$ cat src/rtl/rtc_pre_pkg.sv
package rtc_pre_pkg;

    localparam int DIV_STAGES = 15;
    localparam int CODE_W     = 4;
    localparam int STG_W      = $clog2(DIV_STAGES + 1);

    // Field order is the software-visible bit layout, MSB first.
    typedef struct packed {
        logic [CODE_W-1:0] code;      // [8:5] tick rate code
        logic              fast;      // [4]   tick at full crystal rate
        logic              clr;       // [3]   hold divider at zero
        logic              split;     // [2]   reserved, stored only
        logic              test_src;  // [1]   reserved, stored only
        logic              en;        // [0]   interface enable
    } ctrl_t;

    localparam int CTRL_W = $bits(ctrl_t);

    // Number of divider stages whose rollover forms the tick period.
    function automatic logic [STG_W-1:0] code_stages(input logic [CODE_W-1:0] c);
        logic [STG_W-1:0] s;
        case (c)
            4'd0:    s = STG_W'(1);
            4'd1:    s = STG_W'(2);
            4'd2:    s = STG_W'(3);
            4'd3:    s = STG_W'(4);
            4'd4:    s = STG_W'(8);
            4'd5:    s = STG_W'(15);
            4'd6:    s = STG_W'(5);
            4'd7:    s = STG_W'(6);
            4'd8:    s = STG_W'(7);
            default: s = STG_W'(c);   // codes 9..14 map to stages 9..14
        endcase
        return s;
    endfunction

endpackage

$ cat src/rtl/rtc_ctrl_reg.sv
module rtc_ctrl_reg
    import rtc_pre_pkg::*;
(
    input  logic              clk,
    input  logic              rst_n,
    input  logic              wr_en,
    input  logic [CTRL_W-1:0] wr_data,
    output ctrl_t             ctrl
);

    typedef struct packed {
        ctrl_t r;
    } st_t;

    st_t st_d, st_q;
    ctrl_t wr_v;

    always_comb begin
        wr_v = ctrl_t'(wr_data);
        st_d = st_q;
        if (wr_en) begin
            if (st_q.r.en || wr_v.en) begin
                st_d.r = wr_v;
            end else begin
                st_d.r.en = wr_v.en;
            end
        end
    end

    always_ff @(posedge clk or negedge rst_n) begin
        if (!rst_n) st_q <= '0;
        else        st_q <= st_d;
    end

    assign ctrl = st_q.r;

endmodule

$ cat src/rtl/rtc_divider.sv
module rtc_divider #(
    parameter int STAGES = 15
) (
    input  logic              clk,
    input  logic              rst_n,
    input  logic              step,
    input  logic              hold,
    output logic [STAGES-1:0] count,
    output logic              wrap_pulse
);

    typedef struct packed {
        logic [STAGES-1:0] cnt;
        logic              wrap;
    } st_t;

    st_t st_d, st_q;

    always_comb begin
        st_d      = st_q;
        st_d.wrap = step && !hold && (&st_q.cnt);
        if (hold)      st_d.cnt = '0;
        else if (step) st_d.cnt = st_q.cnt + 1'b1;
    end

    always_ff @(posedge clk or negedge rst_n) begin
        if (!rst_n) st_q <= '0;
        else        st_q <= st_d;
    end

    assign count      = st_q.cnt;
    assign wrap_pulse = st_q.wrap;

endmodule

$ cat src/rtl/rtc_tick_sel.sv
module rtc_tick_sel
    import rtc_pre_pkg::*;
#(
    parameter int STAGES = DIV_STAGES
) (
    input  logic              clk,
    input  logic              rst_n,
    input  logic              step,
    input  logic              hold,
    input  logic              fast,
    input  logic [CODE_W-1:0] code,
    input  logic [STAGES-1:0] count,
    output logic              tick
);

    localparam logic [CODE_W-1:0] CODE_NONE = '1;

    typedef struct packed {
        logic tick;
    } st_t;

    st_t st_d, st_q;
    logic [STG_W-1:0]  n_stg;
    logic [STAGES-1:0] mask;
    logic              hit;

    always_comb begin
        n_stg = code_stages(code);
        mask  = (STAGES'(1) << n_stg) - STAGES'(1);
        if (fast)                   hit = 1'b1;
        else if (code == CODE_NONE) hit = 1'b0;
        else                        hit = ((count & mask) == mask);
        st_d      = st_q;
        st_d.tick = step && !hold && hit;
    end

    always_ff @(posedge clk or negedge rst_n) begin
        if (!rst_n) st_q <= '0;
        else        st_q <= st_d;
    end

    assign tick = st_q.tick;

endmodule

$ cat src/rtl/rtc_prescaler.sv
module rtc_prescaler
    import rtc_pre_pkg::*;
(
    input  logic              clk,
    input  logic              rst_n,
    input  logic              clk32_en,
    input  logic              wr_en,
    input  logic [CTRL_W-1:0] wr_data,
    output logic [CTRL_W-1:0] rd_data,
    output logic              sec_pulse,
    output logic              tick_pulse
);

    ctrl_t                 ctrl;
    logic [DIV_STAGES-1:0] div_cnt;

    rtc_ctrl_reg u_reg (
        .clk     (clk),
        .rst_n   (rst_n),
        .wr_en   (wr_en),
        .wr_data (wr_data),
        .ctrl    (ctrl)
    );

    rtc_divider #(.STAGES(DIV_STAGES)) u_div (
        .clk        (clk),
        .rst_n      (rst_n),
        .step       (clk32_en),
        .hold       (ctrl.clr),
        .count      (div_cnt),
        .wrap_pulse (sec_pulse)
    );

    rtc_tick_sel #(.STAGES(DIV_STAGES)) u_tick (
        .clk   (clk),
        .rst_n (rst_n),
        .step  (clk32_en),
        .hold  (ctrl.clr),
        .fast  (ctrl.fast),
        .code  (ctrl.code),
        .count (div_cnt),
        .tick  (tick_pulse)
    );

    assign rd_data = CTRL_W'(ctrl);

endmodule

$ cat config.mk
export PLATFORM = sky130hd
export DESIGN_NAME = rtc_prescaler
export DESIGN_NICKNAME = d
export VERILOG_FILES = /design/src/rtl/rtc_pre_pkg.sv /design/src/rtl/rtc_ctrl_reg.sv /design/src/rtl/rtc_divider.sv /design/src/rtl/rtc_tick_sel.sv /design/src/rtl/rtc_prescaler.sv
export SDC_FILE = /design/constraint.sdc
export NUM_CORES = 1
export LEC_CHECK = 0
export CORE_UTILIZATION = 35
export CTS_CLUSTER_SIZE = 8
export DETAILED_ROUTE_END_ITERATION = 10
export GPL_ROUTABILITY_DRIVEN = 0
export GPL_TIMING_DRIVEN = 0
export PLACE_DENSITY_LB_ADDON = 0.1
export SETUP_SLACK_MARGIN = 0.05
export SLEW_MARGIN = 20
export SYNTH_ARGS = -nofsm -noshare
export SYNTH_HDL_FRONTEND = slang
export SYNTH_HIERARCHICAL = 1
export SYNTH_SLANG_ARGS = --single-unit
export TNS_END_PERCENT = 10
$ cat constraint.sdc
create_clock -name clk -period 2.8 [get_ports clk]
set_input_delay 0.56 -clock clk [delete_from_list [all_inputs] [get_ports clk]]
set_output_delay 0.56 -clock clk [all_outputs]
set_load 0.05 [all_outputs]
==> impl_metrics.env <==
export IMPL_skew_ns=0.00325
export IMPL_final_setup_viol_count=0
export IMPL_ir_drop_uv=214
export IMPL_fmaxAchievable_mhz=433
export IMPL_cts_max_level=1
export IMPL_synth_edf_count=0
export IMPL_antenna_found_initial=0
export IMPL_grt_pass1_vias=1512
export IMPL_multi_input_area_um2=935
export IMPL_clk_path_buf_depth=2
export IMPL_start_kind="register"
export IMPL_drive_above_1_share=0.147
export IMPL_synth_mux_area_frac=0.119
export IMPL_num_vias=1435
export IMPL_hp_class="in2async"
export IMPL_remaining_drc_errors=0
export IMPL_cp_max_fo=10
export IMPL_ios=24
export IMPL_power_density_nw_per_um2=502
export IMPL_num_nets_final=214
export IMPL_root_buffer="clkbuf_8"
export IMPL_synth_warnings=6
export IMPL_start_util=0.373
export IMPL_synth_commonest_cells="26 x dfrtp_1, 14 x nor2_1, 12 x nor2b_1"
export IMPL_grt_max_degree=27
export IMPL_max_stage_delay_ns=0.43
export IMPL_grt_util_met1=0.239
export IMPL_period_share=0.825
export IMPL_rows=24
export IMPL_synthAdderAreaFrac=0.0150
export IMPL_synth_area_top_cells="dfrtp_1 39%, mux2_2 6.8%, nor2b_1 4.5%, nor2_1 3.2%, a21oi_1 2.7%"
export IMPL_swShare=0.355
export IMPL_synth_compound_area_frac=0.150
export IMPL_relSlewSlack=0.602
export IMPL_cts_resized_gates=0
export IMPL_clk_pin_slew_ns=0.09
export IMPL_syn_area_per_cell_um2=9.75
export IMPL_busiest_layer="met2"
export IMPL_path_common_cell="buf_2"
export IMPL_clock_sinks=26
export IMPL_wl_per_cell_um=16.3
export IMPL_p_clk_frac=0.210
export IMPL_cp_slowest_cell="dfrtp_1"
export IMPL_wirelength_um=4070
export IMPL_synth_xor_area_frac=0.0315
export IMPL_grt_use_met2=0.285
export IMPL_synth_area_um2=1670
export IMPL_rsz0062_at_grt="false"
export IMPL_power_switching_w=0.000356
export IMPL_required_ns=2.98
export IMPL_internal_power_w=0.000648
export IMPL_grtUsageMet3=0.0285
export IMPL_design_area_um2=2000
export IMPL_yosysSeqAreaShare=0.390
export IMPL_grtUsageTotal=0.178
export IMPL_synth_cells=171
export IMPL_viasPerCell=5.76
export IMPL_synth_distinct_cells=49
export IMPL_syn_nets=186
export IMPL_synth_main_ff_cell="dfrtp_1"
export IMPL_grt_pass1_wl_um=7040
export IMPL_dieArea_um2=5050
export IMPL_dpl_cell_area_um2=1960
export IMPL_synth_top_family_by_area="simple AND/OR/NAND/NOR gates"
export IMPL_ff2ff_setup_slack_ns=0.49
export IMPL_cts_setup_buffers=0
export IMPL_cts_tree="done"
export IMPL_critical_path_class="reg2reg"
export IMPL_cap_violations=0
export IMPL_yosys_area_top_type="dfrtp_1"
export IMPL_clk_insertion_delay_late_ns=0.27
export IMPL_grt_overflow=0
export IMPL_diodes=0
export IMPL_reg2reg_depth=10
export IMPL_tightest_slew_ns=0.598
export IMPL_hold_worst_slack_ns=0.290
export IMPL_finalMaxSlewViolations=0
export IMPL_holdBufCountCts=0
export IMPL_io_buffers=23
export IMPL_fill_cells=418
export IMPL_seq_power_share=0.431
export IMPL_cpLargestDelayFamily="compound AO/OA/AOI/OAI gates"
export IMPL_synth_seq_cells=26
export IMPL_final_seq_area_um2=651
export IMPL_postRouteAntennaNets=0
export IMPL_area_growth_pct=19.9
export IMPL_hold_violations=0
export IMPL_status="complete, no violations"
export IMPL_die_height_um=71.0
export IMPL_comb_power_share=0.359
export IMPL_dr_pass1_iters=4
export IMPL_core_region_area_um2=4470
export IMPL_yosys_area_share_simple=0.243
export IMPL_power_leakage_nw=0.799
export IMPL_synth_most_common_cell="dfrtp_1"
export IMPL_hpwl_um=3040
export IMPL_setup_tns_final_ns=0
export IMPL_cts_buffers=3
export IMPL_worstPathArrival_ns=2.49
export IMPL_async_flop_share=1.00
export IMPL_crit_chain="buf_2, nor2_1, nand2_1, ha_1, buf_2, nand4b_1, a21oi_1, o21ai_0, o221ai_1, o31ai_2"
export IMPL_r2r_end="u_tick/tick"
export IMPL_fin_crit_ns=2.31
export IMPL_cp_num_buf_inv=2
export IMPL_r2r_start="u_reg/ctrl[5]"
export IMPL_cp_end_kind="register"
export IMPL_synth_top_area_frac=0.390
export IMPL_dieWidth_um=71.0
export IMPL_drtIter0Drc=126
## worst reg2reg max path, cell delays in order (launching register included)
cell and delay, ns:
dfrtp_1 0.43, buf_2 0.21, nor2_1 0.27, nand2_1 0.09
ha_1 0.23, buf_2 0.20, nand4b_1 0.13, a21oi_1 0.07
o21ai_0 0.15, o221ai_1 0.17, o31ai_2 0.27
## worst max path at each step
stage                     cells past startpoint               to          start  slack, ns
after CTS                                    10      u_tick/tick  u_reg/ctrl[5]       0.48
after global placement                        4  u_div/count[11]       clk32_en       0.49
final                                        10      u_tick/tick  u_reg/ctrl[5]       0.49
after floorplan                               8      u_tick/tick  u_reg/ctrl[5]       0.53
after global routing                         10      u_tick/tick  u_reg/ctrl[5]       0.25
after detailed placement                      4  u_div/count[11]       clk32_en       0.48
## area by class of cell
| type | count | area share |
|---|---|---|
| Inverter | 7 | 0.0131 |
| Buffer | 8 | 0.0282 |
| Clock buffer | 3 | 0.0207 |
| Tap cell | 52 | 0.0325 |
| Multi-Input combinational cell | 130 | 0.467 |
| Sequential cell | 26 | 0.325 |
| Timing Repair Buffer | 23 | 0.113 |
## sequential cells by signal (all words and copies together) (netlist names)
| signal | cells |
|---|---|
| u_div/count | 15 |
| u_tick/tick | 1 |
| u_reg/ctrl | 9 |
| u_div/wrap_pulse | 1 |
## metal layers
metal | wire length, um | up-vias
li1 | - | 679
met1 | 1850 | 709
met2 | 2030 | 36
met3 | 120 | 11
met4 | 68 | 0
met5 | 0 | -
## power groups by stage
| stage | logic [W] | clock network [W] | registers (W) |
|---|---|---|---|
| CTS | 0.000359 | 0.000216 | 0.000434 |
| global placement | 0.000350 | 0 | 0.000439 |
| global route | 0.000388 | 0.000234 | 0.000439 |
| floorplan | 0.000181 | 0 | 0.000505 |
| finish | 0.000360 | 0.000211 | 0.000433 |
| detailed placement | 0.000358 | 0 | 0.000441 |
## kinds of logic (layout without fill, tap and decap cells)
logic type	Yosys count	in the layout
other cells	1	1
compound gates	36	36
fa+ha+maj	2	2
flops	26	26
mux	18	18
buf+inv	15	41
xor+xnor	6	6
simple gates	67	67
## cell usage in the layout, fill, tap and decap left out, types with 3 or more instances in the layout
master,netlist,routed
mux2i_1,4,4
xnor2_1,5,5
nand3_1,4,4
nand4_2,3,3
or4_1,3,3
nand2_1,9,9
a21oi_1,9,9
o211ai_1,3,3
mux2_1,4,4
nor2_1,14,14
nor2b_1,12,12
o21ai_0,6,6
mux2_2,10,10
dfrtp_1,26,26
clkdlybuf4s50_1,0,22
inv_1,7,7
nor4_1,6,6
clkbuf_8,0,3
buf_2,3,4
## stage by stage
step / util / setup slack, ns / instances / power, W
3_3_place_gp: 0.439 / 0.486 / 246 / 0.000789
3_5_place_dp: 0.438 / 0.477 / 246 / 0.000799
6_report: 0.447 / 0.491 / 249 / 0.00100
2_1_floorplan: - / 0.525 / 171 / 0.000686
4_1_cts: 0.447 / 0.479 / 249 / 0.00101
5_1_grt: 0.447 / 0.254 / 249 / 0.00106
(Power assumes the default switching activity.)
